--- src/rtl/rxfc_pkg.sv ---
package rxfc_pkg;
  localparam int unsigned CFG_W    = 5;
  localparam int unsigned HYST_GAP = 4;
  localparam int unsigned FDEL_MIN = 4;
endpackage

--- src/rtl/rxfc_fdel_unit.sv ---
module rxfc_fdel_unit
  import rxfc_pkg::*;
#(
  parameter int unsigned LVL_W = 6
) (
  input  logic             clk_i,
  input  logic             rst_ni,
  input  logic [LVL_W-1:0] level_i,
  input  logic [CFG_W-1:0] fdel_i,
  output logic             flag_o,
  output logic             hold_o
);
  logic        enable;
  logic        trip;
  logic        above_band;
  logic        hold_n;
  logic [31:0] lvl32, fdel32;

  assign lvl32      = 32'(level_i);
  assign fdel32     = 32'(fdel_i);
  assign enable     = fdel32 >= FDEL_MIN;
  assign trip       = enable && (lvl32 >= fdel32);
  // release point sits HYST_GAP entries under the trip level
  assign above_band = enable && (lvl32 + HYST_GAP > fdel32);
  assign hold_n     = trip || (hold_o && above_band);

  always_ff @(posedge clk_i or negedge rst_ni) begin
    if (!rst_ni) begin
      flag_o <= 1'b0;
      hold_o <= 1'b0;
    end else begin
      flag_o <= trip;
      hold_o <= hold_n;
    end
  end

  assert_fdel_off_R3: assert property (@(posedge clk_i) disable iff (!rst_ni)
    (32'(fdel_i) < FDEL_MIN) |=> (!flag_o && !hold_o));

  assert_fdel_flag_R2: assert property (@(posedge clk_i) disable iff (!rst_ni)
    (32'(fdel_i) >= FDEL_MIN && 32'(level_i) >= 32'(fdel_i)) |=> flag_o);

  assert_flag_implies_hold_R4: assert property (@(posedge clk_i) disable iff (!rst_ni)
    flag_o |-> hold_o);
endmodule

--- src/rtl/rxfc_trig_unit.sv ---
module rxfc_trig_unit
  import rxfc_pkg::*;
#(
  parameter int unsigned LVL_W = 6
) (
  input  logic             clk_i,
  input  logic             rst_ni,
  input  logic [LVL_W-1:0] level_i,
  input  logic [CFG_W-1:0] trig_i,
  output logic             trig_o
);
  logic hit;
  assign hit = (trig_i != '0) && (32'(level_i) >= 32'(trig_i));

  always_ff @(posedge clk_i or negedge rst_ni) begin
    if (!rst_ni) trig_o <= 1'b0;
    else         trig_o <= hit;
  end

  assert_trig_off_R8: assert property (@(posedge clk_i) disable iff (!rst_ni)
    (trig_i == '0) |=> !trig_o);

  assert_trig_low_R7: assert property (@(posedge clk_i) disable iff (!rst_ni)
    (32'(level_i) < 32'(trig_i)) |=> !trig_o);
endmodule

--- src/rtl/rxfc_rts_unit.sv ---
module rxfc_rts_unit (
  input  logic clk_i,
  input  logic rst_ni,
  input  logic hw_en_i,
  input  logic sw_rts_i,
  input  logic hold_i,
  output logic rts_o
);
  logic hw_q, sw_q;

  always_ff @(posedge clk_i or negedge rst_ni) begin
    if (!rst_ni) begin
      hw_q <= 1'b0;
      sw_q <= 1'b0;
    end else begin
      hw_q <= hw_en_i;
      sw_q <= sw_rts_i;
    end
  end

  assign rts_o = hw_q ? ~hold_i : sw_q;

  assert_sw_follow_R6: assert property (@(posedge clk_i) disable iff (!rst_ni)
    !hw_en_i |=> (rts_o == $past(sw_rts_i)));
endmodule

--- src/rtl/rx_flow_monitor.sv ---
module rx_flow_monitor
  import rxfc_pkg::*;
#(
  parameter int unsigned FIFO_DEPTH = 32,
  localparam int unsigned LVL_W     = $clog2(FIFO_DEPTH + 1)
) (
  input  logic             clk_i,
  input  logic             rst_ni,
  input  logic [LVL_W-1:0] fifo_level_i,
  input  logic [CFG_W-1:0] flow_delay_i,
  input  logic [CFG_W-1:0] rx_trig_level_i,
  input  logic             hw_flow_en_i,
  input  logic             sw_rts_i,
  output logic             rts_o,
  output logic             flow_delay_o,
  output logic             rx_trig_o
);
  logic hold;

  rxfc_fdel_unit #(.LVL_W(LVL_W)) u_fdel (
    .clk_i  (clk_i),
    .rst_ni (rst_ni),
    .level_i(fifo_level_i),
    .fdel_i (flow_delay_i),
    .flag_o (flow_delay_o),
    .hold_o (hold)
  );

  rxfc_trig_unit #(.LVL_W(LVL_W)) u_trig (
    .clk_i  (clk_i),
    .rst_ni (rst_ni),
    .level_i(fifo_level_i),
    .trig_i (rx_trig_level_i),
    .trig_o (rx_trig_o)
  );

  rxfc_rts_unit u_rts (
    .clk_i   (clk_i),
    .rst_ni  (rst_ni),
    .hw_en_i (hw_flow_en_i),
    .sw_rts_i(sw_rts_i),
    .hold_i  (hold),
    .rts_o   (rts_o)
  );

  assert_rts_drop_R4: assert property (@(posedge clk_i) disable iff (!rst_ni)
    (hw_flow_en_i && 32'(flow_delay_i) >= FDEL_MIN &&
     32'(fifo_level_i) >= 32'(flow_delay_i)) |=> (!rts_o && flow_delay_o));

  assert_rts_band_R5: assert property (@(posedge clk_i) disable iff (!rst_ni)
    (hw_flow_en_i && !rts_o && $past(hw_flow_en_i) && 32'(flow_delay_i) >= FDEL_MIN &&
     32'(fifo_level_i) + HYST_GAP > 32'(flow_delay_i)) |=> !rts_o);

  assert_rts_release_R3: assert property (@(posedge clk_i) disable iff (!rst_ni)
    (hw_flow_en_i && 32'(flow_delay_i) < FDEL_MIN) |=> rts_o);
endmodule

--- config.mk ---
export PLATFORM = sky130hd
export DESIGN_NAME = rx_flow_monitor
export DESIGN_NICKNAME = d
export VERILOG_FILES = /design/src/rtl/rxfc_pkg.sv /design/src/rtl/rxfc_fdel_unit.sv /design/src/rtl/rxfc_trig_unit.sv /design/src/rtl/rxfc_rts_unit.sv /design/src/rtl/rx_flow_monitor.sv
export SDC_FILE = /design/constraint.sdc
export NUM_CORES = 1
export LEC_CHECK = 0
export ABC_AREA = 0
export CORE_AREA = 2 2 39 41
export DETAILED_ROUTE_END_ITERATION = 10
export DIE_AREA = 0 0 41 43
export PLACE_DENSITY = 0.77
export REMOVE_ABC_BUFFERS = 1
export SYNTH_ARGS = -nofsm -noshare
export SYNTH_HDL_FRONTEND = slang
export SYNTH_SLANG_ARGS = --single-unit
--- constraint.sdc ---
create_clock -name clk_i -period 1.7 [get_ports clk_i]
set_clock_uncertainty 0.1 [all_clocks]
set_input_delay 0.51 -clock clk_i [delete_from_list [all_inputs] [get_ports clk_i]]
set_output_delay 0.51 -clock clk_i [all_outputs]
set_load 0.05 [all_outputs]
==> results of run 1 <==
==> how the worst max path moves through the flow <==
| stage | startpoint | endpoint | slack, ns |
|---|---|---|---|
| after floorplan | fifo_level_i[2] | u_fdel.hold_o | -0.26 |
| after global placement | fifo_level_i[2] | u_fdel.hold_o | -0.79 |
| after detailed placement | fifo_level_i[2] | u_fdel.hold_o | -0.87 |
| after CTS | flow_delay_i[1] | u_fdel.hold_o | -0.02 |
| after global routing | fifo_level_i[5] | u_fdel.hold_o | -0.04 |
| final | fifo_level_i[5] | u_fdel.hold_o | -0.04 |
==> what timing repair did <==
action,CTS,global route
pin swaps,12,4
buffers inserted,1,1
gates resized for setup,52,12
endpoints found under the setup margin,3,3
==> sequential cells by signal, indices dropped and copies added (netlist names) <==
| signal | cells |
|---|---|
| u_fdel.flag_o | 1 |
| u_fdel.hold_o | 1 |
| u_rts.hw_q | 1 |
| u_rts.sw_q | 1 |
| u_trig.trig_o | 1 |
==> cell families after synthesis <==
logic type / count (synthesis) / synth area share
AND/OR/NAND/NOR: 15 / 0.168
adder cells (fa/ha/maj): 14 / 0.317
AO/OA/AOI/OAI: 13 / 0.172
buffers and inverters: 12 / 0.0816
flip-flops: 5 / 0.227
XOR/XNOR: 1 / 0.0159
multiplexers: 1 / 0.0181
==> through the flow <==
stage | area (µm²) | power [W] | utilization | hold WS, ns
floorplan | 552 | 0.000251 | - | 0.114
CTS | 1070 | 0.000573 | 0.774 | 0.401
global route | 1130 | 0.000664 | 0.819 | 0.388
detailed placement | 905 | 0.000388 | 0.654 | 0.632
global placement | 905 | 0.000380 | 0.654 | 0.592
finish | 1130 | 0.000621 | 0.819 | 0.382
==> power breakdown <==
part / internal, W / switching, W / total (W)
Sequential: 0.000131 / 0.00000925 / 0.000140
Combinational: 0.000187 / 0.000147 / 0.000333
Clock: 0.0000893 / 0.0000582 / 0.000148
Total: 0.000406 / 0.000214 / 0.000621
==> layout make-up <==
type                    count  share of cell area
inverters                  12              0.0397
well taps                  16              0.0177
repair buffers             35               0.299
flip-flops and latches      5               0.110
multi-input cells          44               0.510
clock buffers               4              0.0232
==> cell usage in the layout, fill, tap and decap left out, types with 4 or more instances in the layout <==
| cell | netlist | routed |
|---|---|---|
| buf_4 | 0 | 12 |
| ha_4 | 0 | 8 |
| ha_1 | 14 | 6 |
| clkdlybuf4s50_1 | 0 | 7 |
| inv_2 | 0 | 4 |
| inv_1 | 12 | 8 |
| dfrtp_1 | 5 | 5 |
| dlygate4sd2_1 | 0 | 4 |
==> worst reg2reg max path, stage by stage, from the launching register on <==
cell	delay [ns]
dfrtp_1	0.40
nand2_1	0.10
a31oi_1	0.06
a211o_1	0.30
==> layer usage <==
metal | vias up | part of all wire
li1 | 296 | -
met1 | 300 | 0.33
met2 | 24 | 0.60
met3 | 6 | 0.042
met4 | 0 | 0.030
met5 | - | 0
==> summary.md, run 1 <==
| Metric | Value |
|---|---|
| Area delta synth->final | `105%` |
| Antenna fix cells | `0` |
| Place WS | `-0.869 ns` |
| Routed Antenna Nets | `0` |
| Crit path cell chain | `clkdlybuf4s50_1 > nor3b_1 > nor3_1 > a211o_1` |
| Reg area | `125 µm²` |
| HPWL Detailed | `1190 µm` |
| Iter 0 DRT Violations | `4` |
| IO Port Bufs | `22` |
| GR Util met1 | `0.224` |
| Static Leakage | `0.523 nW` |
| Reg clk slew, reported paths | `0.06 ns` |
| Worst vdd ir | `0.222 mV` |
| Post-route setup TNS | `-0.0384 ns` |
| Post-synth top cells | `ha_1 (14), inv_1 (12), dfrtp_1 (5)` |
| Largest net degree at the start of global routing | `6` |
| #FFs+latches synth | `5` |
| Final setup viols | `1` |
| Critical path type | `input port to register` |
| Vias in the first global route | `706` |
| Reg2reg path depth | `3` |
| Clk root buf | `clkbuf_4` |
| Worst Path Buf+Inv | `1` |
| Grt ovf | `0` |
| Worst slew pin tran | `0.332 ns` |
| Clock Path Buffers | `2` |
| Distinct cells, synth | `24` |
| Total wire length | `1780 µm` |
| IO Pins | `23` |
| R2R Path Start | `u_fdel.hold_o` |
| Hold crit path type | `input port to async pin` |
| Gpl congestion | `0.778` |
| RSZ-0062 raised after global routing | `yes` |
| Synth area leader | `ha_1` |
| Top FF cell, synth | `dfrtp_1` |
| Post-synth ARST share | `1.00` |
| Ys Warns | `0` |
| Num CTS Buffers | `3` |
| Crit. path cell count | `4` |
| Die Wd | `41 µm` |
| Top-area cell type share of the netlist area | `0.317` |
| Final worst-path cycle share | `1.02` |
| Cell family with most CP delay | `buffers and inverters` |
| Via Count | `626` |
| Mapped Area | `552 µm²` |
| Initial cell density of the core | `0.399` |
| Final hold viol count | `0` |
| Post-Synthesis Cells | `61` |
| Die extent in y | `43 µm` |
| Layout net count | `135` |
| Clock sink count | `5` |
| Failing checks | `negative setup slack` |
| Critical path's largest stage delay | `0.56 ns` |
| Post-Syn Area per Cell | `9.05 µm²` |
| Synth area leaders | `ha_1 (32%), dfrtp_1 (23%), inv_1 (8.2%)` |
| Placed cell count | `110` |
| Max Transition Viols Final | `0` |
| Met2 GRT Util | `0.447` |
| Reg2Reg Capture Point | `u_fdel.hold_o` |
| Full die area | `1760 µm²` |
| Final Worst Setup Slack | `-0.0384 ns` |
| Busiest grt layer | `met2` |
| Share of layout cells above drive strength 1 | `0.510` |
| Maximum capacitance violations | `0` |
| Fin cells | `116` |
| Tot GR Track Use | `0.226` |
| Initial antenna violation count | `0` |
| Htree depth | `1` |
| Top-count cell post-synth | `ha_1` |
| # hold bufs at CTS | `0` |
| DR WL/cell | `15.4 µm` |
| CP Data Arrival Time | `1.77 ns` |
| Slew HR | `0.778` |
| CTS tree | `done` |
| Detailed Routing Iterations Pass 1 | `4` |
| Reg2Reg Setup Slack | `0.62 ns` |
| Slowest-stage cell, CP | `clkdlybuf4s50_1` |
| EDFF count, synth | `0` |
| Clk_lat worst skew | `0.25 ns` |
| Setup crit start kind | `input port` |
| Worst Path Required | `1.74 ns` |
| Worst setup EP type | `register` |
| Critical Path Fanout Max | `3` |
| FMAX | `575 MHz` |
| Footprint of the multi-input gates | `578 µm²` |
| GRT met3 Usage | `0.0157` |
| Tmin final | `1.74 ns` |
| Via/cell ratio | `5.40` |
| Seq/Total Area, Yosys | `0.227` |
| DRC violations left | `0` |
| Core area | `1380 µm²` |
| Pwr Density | `548 nW/µm²` |
| Status | `finished, violations left` |
| First-pass GRT wire length | `2770 µm` |
| Fill cells | `77` |
| Num rows | `14` |
(Power assumes the default switching activity.)
==> inputs of run 2 (changes only) <==
--- a/config.mk
+++ b/config.mk
@@ -9,6 +9,7 @@
 export CORE_AREA = 2 2 39 41
 export DETAILED_ROUTE_END_ITERATION = 10
 export DIE_AREA = 0 0 41 43
+export MAX_ROUTING_LAYER = met4
 export PLACE_DENSITY = 0.77
 export REMOVE_ABC_BUFFERS = 1
 export SYNTH_ARGS = -nofsm -noshare
==> run 2 against run 1 <==
The run still ends with negative setup slack left; largest cell class unchanged; worst setup slack better by 0.031 ns; global-route usage is 0.56 points higher; register-to-register slack hardly changed; clock power hardly changed; highest routed layer unchanged; core utilization stayed put; final area stayed put; power is 0.40% higher; first-iteration DRC count grew to 2.5 times the previous value; via count is 1.3% lower; sequential cell count stayed put; critical path depth is 4 higher.
==> summary.md, run 2 (synthesized netlist as in run 1, its figures left out) <==
| Metric | Value |
|---|---|
| Status | `finished, violations left` |
| Failing checks | `negative setup slack` |
| Maximum capacitance violations | `0 (unchanged)` |
| Setup crit start kind | `input port` |
| CTS tree | `done` |
| Tot GR Track Use | `0.231 (+0.00557)` |
| DRC violations left | `0 (unchanged)` |
| Hold crit path type | `input port to async pin` |
| Full die area | `1760 µm² (unchanged)` |
| Grt ovf | `0 (unchanged)` |
| First-pass GRT wire length | `2770 µm (unchanged)` |
| Reg clk slew, reported paths | `0.06 ns (about the same)` |
| Placed cell count | `110 (unchanged)` |
| Worst vdd ir | `0.219 mV (-0.95%)` |
| Fin cells | `116 (unchanged)` |
| Clock Path Buffers | `2 (unchanged)` |
| Iter 0 DRT Violations | `10 (+6)` |
| IO Pins | `23 (unchanged)` |
| Most common cell after layout, fill and taps aside | `buf_4` |
| Final hold viol count | `0 (unchanged)` |
| Num rows | `14 (unchanged)` |
| CP Data Arrival Time | `1.75 ns (-0.02 ns)` |
| Final Worst Setup Slack | `-0.00762 ns (+0.0308 ns)` |
| Worst slew pin tran | `0.260 ns (-0.0724 ns)` |
| Initial antenna violation count | `0 (unchanged)` |
| Total wire length | `1770 µm (-0.67%)` |
| Worst setup EP type | `register` |
| Clock sink count | `5 (unchanged)` |
| Detailed Routing Iterations Pass 1 | `3 (-1)` |
| Area delta synth->final | `105% (unchanged)` |
| Largest net degree at the start of global routing | `6 (unchanged)` |
| Vias in the first global route | `704 (-0.28%)` |
| FMAX | `586 MHz (+1.8%)` |
| Hold slack | `0.380 ns (-0.00217 ns)` |
| Die extent in y | `43 µm (unchanged)` |
| Tmin final | `1.71 ns (-0.0308 ns)` |
| Routed Antenna Nets | `0 (unchanged)` |
| Static Leakage | `0.523 nW (unchanged)` |
| Gpl congestion | `0.788 (+1.4%)` |
| Place WS | `-0.869 ns (unchanged)` |
| Core area | `1380 µm² (unchanged)` |
| IO Port Bufs | `22 (unchanged)` |
| DR WL/cell | `15.3 µm (-0.67%)` |
| Max Transition Viols Final | `0 (unchanged)` |
| Final worst-path cycle share | `1.00 (-0.0181)` |
| Commonest non-fill, non-tap cells in the layout | `buf_4 (12), inv_1 (8), ha_4 (8)` |
| HPWL Detailed | `1190 µm (unchanged)` |
| Die Wd | `41 µm (unchanged)` |
| Worst Path Required | `1.74 ns (about the same)` |
| Pwr Density | `550 nW/µm² (+0.40%)` |
| Antenna fix cells | `0 (unchanged)` |
| Via Count | `618 (-1.3%)` |
| Share of layout cells above drive strength 1 | `0.510 (unchanged)` |
| RSZ-0062 raised after global routing | `yes` |
| Layout net count | `135 (unchanged)` |
| Htree depth | `1 (unchanged)` |
| Clk root buf | `clkbuf_4` |
| Initial cell density of the core | `0.399 (unchanged)` |
| Clk_lat worst skew | `0.25 ns (about the same)` |
| Slew HR | `0.826 (+0.0484)` |
| Critical Path Fanout Max | `3 (unchanged)` |
| Num CTS Buffers | `3 (unchanged)` |
| Final setup viols | `1 (unchanged)` |
| Via/cell ratio | `5.33 (-1.3%)` |
| Final Util | `0.819 (unchanged)` |
| Critical path type | `input port to register` |
-- run 2: cell counts in the layout (fill, tap and decap cells not counted) --
Identical to the previous run, type by type.
-- run 2: repair_timing --
item | CTS | global route
setup endpoints to repair | 3 | 3
pin swaps | 12 | 4
hold buffers | 0 | 0
resized for setup | 52 | 12
setup buffers | 1 | 1
-- run 2: final timing paths --
path                                      start            end  slack (ns)  depth (start not counted)
worst max-delay path            fifo_level_i[3]  u_fdel.hold_o      -0.008                          8
worst min-delay path                     rst_ni  u_fdel.hold_o        0.38                          1
worst max register to register    u_fdel.hold_o  u_fdel.hold_o        0.62                          3
worst min register to register    u_fdel.hold_o  u_fdel.hold_o        0.71                          3
max in group asynchronous                rst_ni  u_trig.trig_o        0.91                          1
min in group clk_i                     sw_rts_i     u_rts.sw_q        0.62                          1
-- run 2: per-stage QoR --
stage               instance area, µm²  total power [W]  TNS (ns)
finish                            1130         0.000623  -0.00762
global route                      1130         0.000664   -0.0483
CTS                               1070         0.000573   -0.0182
detailed placement                 905         0.000388     -1.94
global placement                   905         0.000380     -1.84
floorplan                          552         0.000251    -0.353
-- run 2: cell type report --
cell class                 count  area, µm²
sequential                     5        125
inverter                      12       45.0
clock buffer                   4       26.3
tap                           16       20.0
timing repair buffer          35        339
fill                          77        250
multi-input combinational     44        578
-- run 2: where the power goes --
part           internal, W  switching, W  leakage, nW
Combinational     0.000187      0.000146        0.453
Sequential        0.000131    0.00000928       0.0550
Clock            0.0000895     0.0000613       0.0150
Total             0.000407      0.000217        0.523
-- run 2: layer usage --
| layer | vias to the layer above | GRT usage | wire [µm] |
|---|---|---|---|
| li1 | 297 | - | - |
| met1 | 295 | 0.224 | 614 |
| met2 | 20 | 0.447 | 1050 |
| met3 | 6 | 0.0157 | 49 |
| met4 | 0 | 0.0600 | 53 |
| met5 | - | - | 0 |
-- run 2: critical path, cell delays in order --
cell and delay [ns]:
buf_6 0.10, ha_4 0.17, xor2_4 0.15, ha_4 0.23, nand2_2 0.07, a21oi_2 0.03
a211o_1 0.23, a211o_1 0.25
==> inputs of run 3 (changes only) <==
--- a/config.mk
+++ b/config.mk
@@ -6,11 +6,11 @@
 export NUM_CORES = 1
 export LEC_CHECK = 0
 export ABC_AREA = 0
-export CORE_AREA = 2 2 39 41
+export CORE_UTILIZATION = 40
 export DETAILED_ROUTE_END_ITERATION = 10
-export DIE_AREA = 0 0 41 43
+export GPL_TIMING_DRIVEN = 0
 export MAX_ROUTING_LAYER = met4
-export PLACE_DENSITY = 0.77
+export PLACE_DENSITY = 0.75
 export REMOVE_ABC_BUFFERS = 1
 export SYNTH_ARGS = -nofsm -noshare
 export SYNTH_HDL_FRONTEND = slang
==> run 3 against run 2 <==
The flow still finishes with violations (negative setup slack); sequential power fell by 4%; worst hold slack improved by 0.0066 ns; final cell count fell by 10%; routed wire length fell by 20%; final area fell by 16%; highest routed layer unchanged.
==> summary.md, run 3 (synthesized netlist as in run 1, its figures left out) <==
| Metric | Value |
|---|---|
| Via Count | `555 (-10%)` |
| Die Wd | `39.1 µm (-4.5%)` |
| FMAX | `560 MHz (-4.3%)` |
| Worst Path Required | `1.72 ns (-0.02 ns)` |
| Share of layout cells above drive strength 1 | `0.360 (-0.150)` |
| Clk_lat worst skew | `0.24 ns (about the same)` |
| Critical path type | `input port to register` |
| Via/cell ratio | `5.34 (+0.17%)` |
| Core area | `1280 µm² (-7.1%)` |
| Num rows | `13 (-1)` |
| DRC violations left | `0 (unchanged)` |
| IO Pins | `23 (unchanged)` |
| Gpl congestion | `0.781 (-0.95%)` |
| Area delta synth->final | `71.9%` |
| Busiest grt layer | `met2` |
| Place WS | `-0.991 ns (-0.122 ns)` |
| Worst vdd ir | `0.229 mV (+4.2%)` |
| Static Leakage | `0.451 nW (-14%)` |
| CTS tree | `done` |
| Clock Path Buffers | `2 (unchanged)` |
| Maximum capacitance violations | `0 (unchanged)` |
| Hold slack | `0.386 ns (+0.00657 ns)` |
| Reg2Reg Capture Point | `u_fdel.hold_o` |
| Final hold viol count | `0 (unchanged)` |
| R2R Path Start | `u_fdel.hold_o` |
| DR WL/cell | `13.6 µm (-11%)` |
| Layout net count | `124 (-8.1%)` |
| Pwr Total | `0.000533 W (-15%)` |
| Clock sink count | `5 (unchanged)` |
| Met2 GRT Util | `0.458 (+0.0115)` |
| # hold bufs at CTS | `0 (unchanged)` |
| Iter 0 DRT Violations | `5 (-5)` |
| Commonest non-fill, non-tap cells in the layout | `ha_1 (9), dlygate4sd2_1 (8), clkdlybuf4s50_1 (7)` |
| Num CTS Buffers | `3 (unchanged)` |
| Grt ovf | `0 (unchanged)` |
| Worst slew pin tran | `0.475 ns (+0.215 ns)` |
| RSZ-0062 raised after global routing | `yes` |
| Die extent in y | `39.1 µm (-9.0%)` |
| Full die area | `1530 µm² (-13%)` |
| Final setup viols | `1 (unchanged)` |
| Initial cell density of the core | `0.429 (+0.0307)` |
| Total wire length | `1410 µm (-20%)` |
| Reg2reg path depth | `3 (unchanged)` |
| Tot GR Track Use | `0.225 (-0.00646)` |
| Detailed Routing Iterations Pass 1 | `2 (-1)` |
| Failing checks | `negative setup slack` |
| Worst setup EP type | `register` |
| Largest net degree at the start of global routing | `7 (+1)` |
| Routed Antenna Nets | `0 (unchanged)` |
| HPWL Detailed | `1040 µm (-13%)` |
| Status | `finished, violations left` |
| Clk root buf | `clkbuf_4` |
| Antenna fix cells | `0 (unchanged)` |
| Vias in the first global route | `558 (-21%)` |
| GR Util met1 | `0.201 (-0.0237)` |
| CP Data Arrival Time | `1.81 ns (+0.06 ns)` |
| Setup crit start kind | `input port` |
| GRT met3 Usage | `0.0405 (+0.0248)` |
| Pwr Density | `562 nW/µm² (+2.1%)` |
| Final worst-path cycle share | `1.05 (+0.0453)` |
| Initial antenna violation count | `0 (unchanged)` |
| First-pass GRT wire length | `2260 µm (-18%)` |
| Post-route setup TNS | `-0.0846 ns (-0.0769 ns)` |
| IO Port Bufs | `22 (unchanged)` |
| Final Worst Setup Slack | `-0.0846 ns (-0.0769 ns)` |
| Reg2Reg Setup Slack | `0.67 ns (+0.05 ns)` |
| Reg clk slew, reported paths | `0.04 ns (-0.02 ns)` |
| Most common cell after layout, fill and taps aside | `ha_1` |
| Tmin final | `1.78 ns (+0.0769 ns)` |
| Hold crit path type | `input port to async pin` |
| Max Transition Viols Final | `0 (unchanged)` |
| Critical Path Fanout Max | `2 (-1)` |
| Htree depth | `1 (unchanged)` |
| Slew HR | `0.685 (-0.142)` |
## run 3: cell types whose count changed in the layout (fill, tap and decap cells not counted), moves of 2 or more
cell / change
inv_2: +2
ha_1: +3
buf_4: -10
dlygate4sd2_1: +4
inv_1: -2
buf_12: -3
ha_4: -3
## run 3: critical path, stage by stage
cell and delay, ns:
dlygate4sd2_1 0.23, inv_2 0.08, ha_4 0.20, nand2b_4 0.14
a221oi_4 0.30, o21ai_2 0.12, a211o_1 0.23
## run 3: where the power goes
part	switching (W)	internal, W
clock	0.0000478	0.0000887
combinational	0.000131	0.000130
sequential	0.00000419	0.000131
## run 3: how the worst max path moves through the flow
stage,startpoint,endpoint,slack (ns),cells past startpoint
final,fifo_level_i[0],u_fdel.hold_o,-0.08,7
after global routing,flow_delay_i[2],u_fdel.hold_o,-0.12,7
after CTS,fifo_level_i[3],u_fdel.hold_o,-0.15,8
after detailed placement,fifo_level_i[2],u_fdel.hold_o,-0.99,8
after global placement,fifo_level_i[2],u_fdel.hold_o,-0.93,8
after floorplan,fifo_level_i[2],u_fdel.hold_o,-0.26,7
## run 3: timing repair
action                                  in CTS  in global routing
endpoints found under the hold margin        0                  0
endpoints found under the setup margin       6                  3
cloned                                       0                  0
pin swaps                                   11                  5
buffers inserted                             1                  1
resized for setup                           49                 10
## run 3: per-layer routing
layer	wire length [µm]	up-vias
met5	0	-
met4	44	0
met3	90	4
met2	766	19
met1	512	258
li1	-	274
## run 3: metrics by stage
stage	std cells	utilization	cell area (µm²)
floorplan	61	-	552
global placement	98	0.615	791
detailed placement	98	0.615	791
CTS	103	0.711	913
global route	104	0.738	948
finish	104	0.738	948
## run 3: area by class of cell
cell class                 instances  area [µm²]
fill                             105         337
sequential                         5         125
tap                               15        18.8
multi-input combinational         44         514
clock buffer                       4        26.3
timing repair buffer              24         219
inverter                          12        45.0
